[config.mk]
export PLATFORM = sky130hd
export DESIGN_NAME = spc_cfg_regs
export DESIGN_NICKNAME = d
export VERILOG_FILES = /design/src/rtl/spc_pkg.sv /design/src/rtl/spc_cfg_regs.sv
export SDC_FILE = /design/constraint.sdc
export NUM_CORES = 1
export LEC_CHECK = 0
export BUFFER_PORTS_ARGS = -buffer_cell sky130_fd_sc_hd__buf_2
export CAP_MARGIN = 40
export CORE_MARGIN = 4
export CORE_UTILIZATION = 50
export CTS_CLUSTER_SIZE = 14
export DETAILED_ROUTE_END_ITERATION = 6
export PLACE_DENSITY = 0.86
export SETUP_SLACK_MARGIN = 0.3
export SKIP_LAST_GASP = 1
export SYNTH_ARGS = -nofsm -noshare
export SYNTH_HDL_FRONTEND = slang
export SYNTH_SLANG_ARGS = --single-unit
[constraint.sdc]
create_clock -name clk -period 2.9 [get_ports clk]
set_input_delay 0.435 -clock clk [delete_from_list [all_inputs] [get_ports clk]]
set_output_delay 0.435 -clock clk [all_outputs]
set_load 0.01 [all_outputs]
[src/rtl/spc_pkg.sv]
package spc_pkg;

    typedef enum logic [1:0] {
        CLS_SEC_USR  = 2'd0,
        CLS_SEC_PRIV = 2'd1,
        CLS_NS_USR   = 2'd2,
        CLS_NS_PRIV  = 2'd3
    } acc_class_e;

    localparam logic [7:0] BG_PERM_RST = 8'h33;

    function automatic acc_class_e class_of(input logic nonsec, input logic priv);
        return acc_class_e'({nonsec, priv});
    endfunction

    function automatic logic perm_allows(input logic [7:0] perm, input acc_class_e cls,
                                         input logic wr);
        return perm[{wr, 2'(cls)}];
    endfunction

endpackage

[src/rtl/spc_cfg_regs.sv]
module spc_cfg_regs #(
    parameter  int NREG = 9,
    parameter  int PW   = 20,
    parameter  int AW   = 32,
    parameter  int DW   = 32,
    localparam int CAW  = $clog2(2*NREG + 3)
) (
    input  logic                    clk,
    input  logic                    rst_n,
    input  logic                    cfg_valid,
    input  logic                    cfg_write,
    input  logic                    cfg_nonsec,
    input  logic [CAW-1:0]          cfg_addr,
    input  logic [DW-1:0]           cfg_wdata,
    output logic [DW-1:0]           cfg_rdata,
    output logic                    cfg_err,
    input  logic                    deny,
    input  logic [AW-1:0]           deny_addr,
    input  logic                    deny_write,
    input  logic                    deny_nonsec,
    input  logic                    deny_priv,
    output logic [NREG-1:0]         reg_en,
    output logic [NREG-1:0][PW-1:0] reg_base,
    output logic [NREG-1:0][PW-1:0] reg_top,
    output logic [NREG-1:0][7:0]    reg_perm,
    output logic                    lock,
    output logic                    fault,
    output logic [AW-1:0]           fault_addr
);
    import spc_pkg::*;

    localparam logic [CAW-1:0] IDX_FADDR = CAW'(2*NREG);
    localparam logic [CAW-1:0] IDX_FINFO = CAW'(2*NREG + 1);
    localparam logic [CAW-1:0] IDX_LOCK  = CAW'(2*NREG + 2);

    typedef struct packed {
        logic [NREG-1:0]         en;
        logic [NREG-1:0][PW-1:0] base;
        logic [NREG-1:0][PW-1:0] top;
        logic [NREG-1:0][7:0]    perm;
        logic                    lock;
        logic                    flt;
        logic [AW-1:0]           faddr;
        logic                    fwr;
        logic                    fns;
        logic                    fpriv;
    } state_t;

    state_t s_d, s_q;
    logic   sec_wr, sec_rd;
    logic   wdata_unused;

    assign wdata_unused = ^cfg_wdata[23:PW];
    assign sec_wr = cfg_valid && cfg_write && !cfg_nonsec;
    assign sec_rd = cfg_valid && !cfg_nonsec;

    always_comb begin
        s_d = s_q;
        if (sec_wr && !s_q.lock) begin
            for (int i = 0; i < NREG; i++) begin
                if (cfg_addr == CAW'(2*i)) begin
                    s_d.en[i]   = cfg_wdata[31];
                    s_d.base[i] = cfg_wdata[PW-1:0];
                end
                if (cfg_addr == CAW'(2*i + 1)) begin
                    s_d.perm[i] = cfg_wdata[31:24];
                    s_d.top[i]  = cfg_wdata[PW-1:0];
                end
            end
            if (cfg_addr == IDX_LOCK) s_d.lock = cfg_wdata[0];
        end
        s_d.en[0]   = 1'b1;
        s_d.base[0] = '0;
        s_d.top[0]  = '1;
        if (sec_wr && cfg_addr == IDX_FINFO) s_d.flt = 1'b0;
        if (deny && !s_q.flt) begin
            s_d.flt   = 1'b1;
            s_d.faddr = deny_addr;
            s_d.fwr   = deny_write;
            s_d.fns   = deny_nonsec;
            s_d.fpriv = deny_priv;
        end
    end

    always_ff @(posedge clk) begin
        if (!rst_n) begin
            s_q         <= '0;
            s_q.en[0]   <= 1'b1;
            s_q.top[0]  <= '1;
            s_q.perm[0] <= BG_PERM_RST;
        end else begin
            s_q <= s_d;
        end
    end

    always_comb begin
        cfg_rdata = '0;
        if (sec_rd) begin
            for (int i = 0; i < NREG; i++) begin
                if (cfg_addr == CAW'(2*i)) begin
                    cfg_rdata[31]     = s_q.en[i];
                    cfg_rdata[PW-1:0] = s_q.base[i];
                end
                if (cfg_addr == CAW'(2*i + 1)) begin
                    cfg_rdata[31:24]  = s_q.perm[i];
                    cfg_rdata[PW-1:0] = s_q.top[i];
                end
            end
            if (cfg_addr == IDX_FADDR) cfg_rdata = DW'(s_q.faddr);
            if (cfg_addr == IDX_FINFO) begin
                cfg_rdata[31] = s_q.flt;
                cfg_rdata[2]  = s_q.fwr;
                cfg_rdata[1]  = s_q.fns;
                cfg_rdata[0]  = s_q.fpriv;
            end
            if (cfg_addr == IDX_LOCK) cfg_rdata[0] = s_q.lock;
        end
    end

    assign cfg_err    = cfg_valid && cfg_nonsec;
    assign reg_en     = s_q.en;
    assign reg_base   = s_q.base;
    assign reg_top    = s_q.top;
    assign reg_perm   = s_q.perm;
    assign lock       = s_q.lock;
    assign fault      = s_q.flt;
    assign fault_addr = s_q.faddr;
endmodule

==> reports/qor.csv, run 1 <==
metric;value;unit
final WL;115200;µm
slowest cell on the critical path;dfxtp_1;
power share of the sequential group;0.436;
Worst-path clk slew;70;ps
Hold Path Class;input port to register;
critical path class;register to output pin;
Clock power frac;0.451;
slew margin rel.;0.4703;
flop2flop setup slack;980;ps
Max Freq;0.3418;GHz
Final Setup Violations;1;
most frequent cell after synthesis;nand2_1;
max cap viols;0;
largest net degree at the start of global routing;100;
CTS Buf Count;46;
TNS Setup;-25.60;ps
Tcrit/Tclk final;1.009;
Fin. Hold Viols;0;
RR Startpoint;lock$_SDFFE_PN0P_;
initial antenna violation count;0;
row count;80;
FF-to-FF End;reg_perm[22]$_SDFFE_PN0P_;
Final Max Tran Viols;0;
clock skew;31.65;ps
synth top area cells;dfxtp_1 (36%), nand2_1 (15%), buf_4 (15%), a21boi_0 (13%), a21oi_1 (2.5%);
number of synthesized register bits;437;
Pint;10.38;mW
global-route wire length before repair;159800;µm
area leader, netlist;dfxtp_1;
worst setup path endpoint;cfg_rdata[9];
pre-CTS setup slack;-423.7;ps
reg2reg path depth;6;
crit path DAT;2490;ps
CP Cell Sequence;nor2_1 -> nor4_1 -> a311oi_1 -> buf_4 -> o21ai_4 -> buf_4 -> a31oi_4 -> o21ai_2 -> buf_2;
switching fraction of total power;0.2586;
failing checks;setup timing;
via count;25790;
area of the multi-input gates;0.01229;mm²
Sequential Area;0.008777;mm²
Core Box Area;0.04785;mm²
outcome;complete, but fails checks;
layout cells sized above 1;0.3538;
Slew @ Worst Pin;794.5;ps
unrepaired setup endpoints after global routing;true;
Worst Path Required;2470;ps
fin util;0.6257;
Worst Setup SP;reg_base[69]$_SDFFE_PN0P_;
DRC viols;0;
vias in the first global route;23070;
via density per instance;6.212;
peak supply drop;391.4;µV
CP bufs+invs;3;
Worst-Skew Late Latency;610;ps
Starting Density;0.5079;
chip width;228.5;µm
Mapped Cells;3202;
Combinational Power Share;0.113;
DRT iter0 DRCs;4387;
top cell type's share of synthesized area;0.3600;
post-synthesis sequential area ratio;0.3600;
Hold-fix buffers, CTS;0;
# port buffers;540;
Ys Warns;0;
crit start category;register;
RePlAce Congestion;1.058;
Area Overhead vs Synth;23.18;%
power per cell area;467.6;mW/mm²
Final ANT Viol Nets;0;
drt pass-1 iters;7;
Layout Nets;3581;
CTS tree;built;
Synth Cell Area;0.02430;mm²
CTS max path bufs;3;
H-tree levels;2;
Final HPWL DP;83870;µm
commonest cells in the netlist;nand2_1 (967), buf_4 (479), dfxtp_1 (437);
number of diodes;0;
CTS Root Cell;clkbuf_16;
count of cell types in the netlist;71;
syn_area_per_cell;7.590;µm²
die height;228.5;µm
CP most frequent cell;buf_4;
Final WS setup;-25.60;ps
DIE AREA;0.05220;mm²
Worst Setup End Kind;output pin;
fill cell count;3907;
Most used DFF post-synth;dfxtp_1;
critical path depth in cells;9;
worst hold margin;88.67;ps
Worst path max stage delay;410;ps
wire per inst;27.74;µm
number of enable flip-flop cells after synthesis;0;
Top Ports;586;
Final min period;2926;ps
crit-path leading delay family;compound AO/OA/AOI/OAI gates;
gr ovfl total;0;
CP Max Fanout;3;
gr usage total;0.4051;
P_sw;3.621;mW
Synth async-reset ratio;0;
CTS sink count;437;
Pleak;12.30;nW
[final cells by class]
type,count,share of cell area
tap,615,0.02570
multi-input combinational,2075,0.4106
timing repair buffer,937,0.2165
clock inverter,19,0.009320
clock buffer,62,0.04380
sequential,437,0.2932
inverter,6,0.0008777
[per-stage QoR]
step / total power, mW / std cells / area, µm²
2_1_floorplan: 6.933 / 3241 / 24450
3_3_place_gp: 7.469 / 3985 / 25830
5_1_grt: 14.26 / 4151 / 29940
4_1_cts: 13.80 / 4112 / 28900
3_5_place_dp: 7.476 / 3985 / 25830
6_report: 14.00 / 4151 / 29940
[repair_timing]
item,in CTS,in global routing
cloned,2,2
endpoints found under the setup margin,28,31
hold endpoints to repair,0,0
buffers inserted,44,37
resized for setup,264,160
pin swaps,85,75
[cell usage in the layout (no fill, tap or decap), types with 27 or more instances in the layout]
cell / count
conb_1: 41
dfxtp_1: 422
a21boi_0: 418
a21oi_1: 95
clkbuf_16: 48
buf_6: 81
buf_4: 304
nor2_1: 61
buf_2: 516
a22oi_1: 27
nand2_1: 953
o21ai_0: 46
[sequential cells by signal, summed over array words and instances, names as in the netlist]
name and flops:
fault_addr 32, fault 1, lock 1, reg_base 160, reg_en 8, reg_top 160
s_q 3, reg_perm 72
[power groups by stage]
stage	Combinational, mW	Sequential, mW	Clock, mW
CTS	1.41	6.10	6.29
global placement	1.24	6.23	0
global route	1.61	6.10	6.55
finish	1.58	6.10	6.31
detailed placement	1.24	6.23	0
floorplan	0.730	6.20	0
[per-layer routing]
layer	vias to the layer above	share of wire	routed length, µm	GRT usage
li1	10780	-	-	-
met1	11930	0.35	40190	0.5108
met2	2451	0.41	46980	0.5935
met3	628	0.16	18080	0.1463
met4	0	0.086	9925	0.2413
met5	-	0	0	0
[cells by family after synthesis]
family / synth area share
AND/OR/NAND/NOR: 0.1997
flip-flops: 0.3600
buffers and inverters: 0.1924
other: 0.0003090
multiplexers: 0.01277
AO/OA/AOI/OAI: 0.2348
[tightest hold or removal path, delay by kind of cell]
family	cells	cell delay [ps]
AO/OA/AOI/OAI	1	70
AND/OR/NAND/NOR	1	40
buffers and inverters	1	100
[worst min-delay path by stage]
stage | start | end | slack (ps) | depth (start not counted)
global placement | s_q[2]$_SDFFE_PN0P_ | s_q[2]$_SDFFE_PN0P_ | 450 | 2
CTS | deny_addr[14] | fault_addr[14]$_SDFFE_PN0P_ | 80 | 3
finish | deny_nonsec | s_q[1]$_SDFFE_PN0P_ | 90 | 3
floorplan | s_q[1]$_SDFFE_PN0P_ | s_q[1]$_SDFFE_PN0P_ | 440 | 2
detailed placement | s_q[2]$_SDFFE_PN0P_ | s_q[2]$_SDFFE_PN0P_ | 460 | 2
global route | deny_addr[28] | fault_addr[28]$_SDFFE_PN0P_ | 90 | 3
Power figures use the tool's default switching activity.
==> run 2: changes to the inputs <==
Settings changed: GPL_TIMING_DRIVEN set to 0.
==> reports/qor.csv, run 2 (same netlist as run 1, synthesis figures left out) <==
metric;value;unit
Final WS setup;-201.9;ps
CTS sink count;437;
Final Max Tran Viols;0;
Final ANT Viol Nets;0;
Final Setup Violations;23;
Worst Path Required;2470;ps
critical path class;input port to output pin;
fill cell count;3687;
failing checks;DRC, setup timing;
DIE AREA;0.05220;mm²
Hold Path Class;input port to register;
final WL;141800;µm
# port buffers;510;
Final min period;3102;ps
CTS Root Cell;clkbuf_16;
vias in the first global route;26660;
global-route wire length before repair;194300;µm
Slew @ Worst Pin;1082;ps
Hold-fix buffers, CTS;0;
crit start category;input port;
Max Freq;0.3224;GHz
Top Ports;586;
fin util;0.7131;
CTS max path bufs;3;
outcome;complete, but fails checks;
Worst-Skew Late Latency;620;ps
gr ovfl total;0;
largest net degree at the start of global routing;14;
DRC viols;78;
power per cell area;436.3;mW/mm²
CTS tree;built;
initial antenna violation count;6;
CTS Buf Count;48;
gr usage total;0.5082;
Final HPWL DP;105900;µm
via count;28840;
TNS Setup;-1707;ps
worst hold margin;77.38;ps
drt pass-1 iters;7;
most frequent cells in the layout;nand2_1 (939), buf_4 (577), buf_2 (530);
Pleak;14.67;nW
commonest non-fill, non-tap cell in the layout;nand2_1;
Tcrit/Tclk final;1.070;
Worst Setup End Kind;output pin;
chip width;228.5;µm
slew margin rel.;0.2786;
Power Total;14.89;mW
Area Overhead vs Synth;40.39;%
peak supply drop;424.7;µV
layout cells sized above 1;0.4037;
Worst-path clk slew;70;ps
Layout Nets;4063;
DRT iter0 DRCs;5150;
RePlAce Congestion;1.070;
via density per instance;6.220;
crit path DAT;2670;ps
die height;228.5;µm
Fin. Hold Viols;0;
CP Max Fanout;7;
Starting Density;0.5079;
Core Box Area;0.04785;mm²
H-tree levels;2;
wire per inst;30.60;µm
row count;80;
max cap viols;0;
clock skew;15.61;ps
unrepaired setup endpoints after global routing;true;
[run 2: cell count changes in the layout (fill, tap and decap cells not counted), sizes merged]
cell	before	now
clkbuf	64	223
diode	0	1
inv	11	6
buf	935	1258
bufinv	6	9
clkinvlp	1	6
clkinv	7	5
bufbuf	0	1
[run 2: what timing repair did]
item                                    CTS  global route
buffers inserted                        103            34
endpoints found under the setup margin  136            50
pin swaps                               114            77
cloned                                    7             0
resized for setup                       561            95
[run 2: per-layer routing]
metal  global-route usage  vias to the layer above  share of wire
li1                     -                    11750              -
met1               0.6453                    13430           0.35
met2               0.7304                     2837           0.40
met3               0.1817                      811           0.16
met4               0.3236                       10          0.089
met5                    0                        -        0.00097
[run 2: final timing paths]
| kind | end | slack (ps) | cells past startpoint | start |
|---|---|---|---|---|
| min reg2reg | s_q[1]$_SDFFE_PN0P_ | 470 | 2 | s_q[1]$_SDFFE_PN0P_ |
| min | fault_addr[11]$_SDFFE_PN0P_ | 80 | 3 | deny_addr[11] |
| max reg2reg | reg_top[109]$_SDFFE_PN0P_ | 260 | 6 | lock$_SDFFE_PN0P_ |
| max | cfg_rdata[19] | -200 | 12 | cfg_addr[4] |
[run 2: stage by stage]
| stage | worst slack [ps] | std cells | cell area [µm²] |
|---|---|---|---|
| after detailed placement | -1585 | 4406 | 28230 |
| after floorplan | 382.2 | 3241 | 24450 |
| after global placement | -1766 | 4366 | 27770 |
| after global routing | -155.9 | 4635 | 34120 |
| after CTS | -124.4 | 4601 | 33350 |
| final | -201.9 | 4636 | 34120 |
[run 2: power breakdown]
group | switching, mW | internal [mW] | leakage [nW]
logic | 1.28 | 0.736 | 10.3
registers | 0.0620 | 6.04 | 3.53
clock network | 2.71 | 4.06 | 0.811
total | 4.05 | 10.8 | 14.7
[run 2: cell type report]
| type | instances | area, µm² | share of cell area |
|---|---|---|---|
| clock buffers | 65 | 1346 | 0.03946 |
| inverters | 6 | 26.28 | 0.0007701 |
| clock inverters | 20 | 349.1 | 0.01023 |
| diodes | 1 | 2.502 | 0.00007334 |
| plain buffers | 723 | 5276 | 0.1546 |
| repair buffers | 694 | 4677 | 0.1371 |
| flip-flops and latches | 437 | 8755 | 0.2566 |
| well taps | 615 | 769.5 | 0.02255 |
| multi-input cells | 2075 | 12920 | 0.3786 |
[run 2: critical path, cell delays in order]
cell	delay [ps]
buf_8	110
buf_6	120
or3b_1	360
buf_6	160
nor2_8	120
buf_12	150
a22oi_2	100
nand3_4	110
a31oi_4	60
a2111oi_4	440
o221a_1	320
buf_2	170
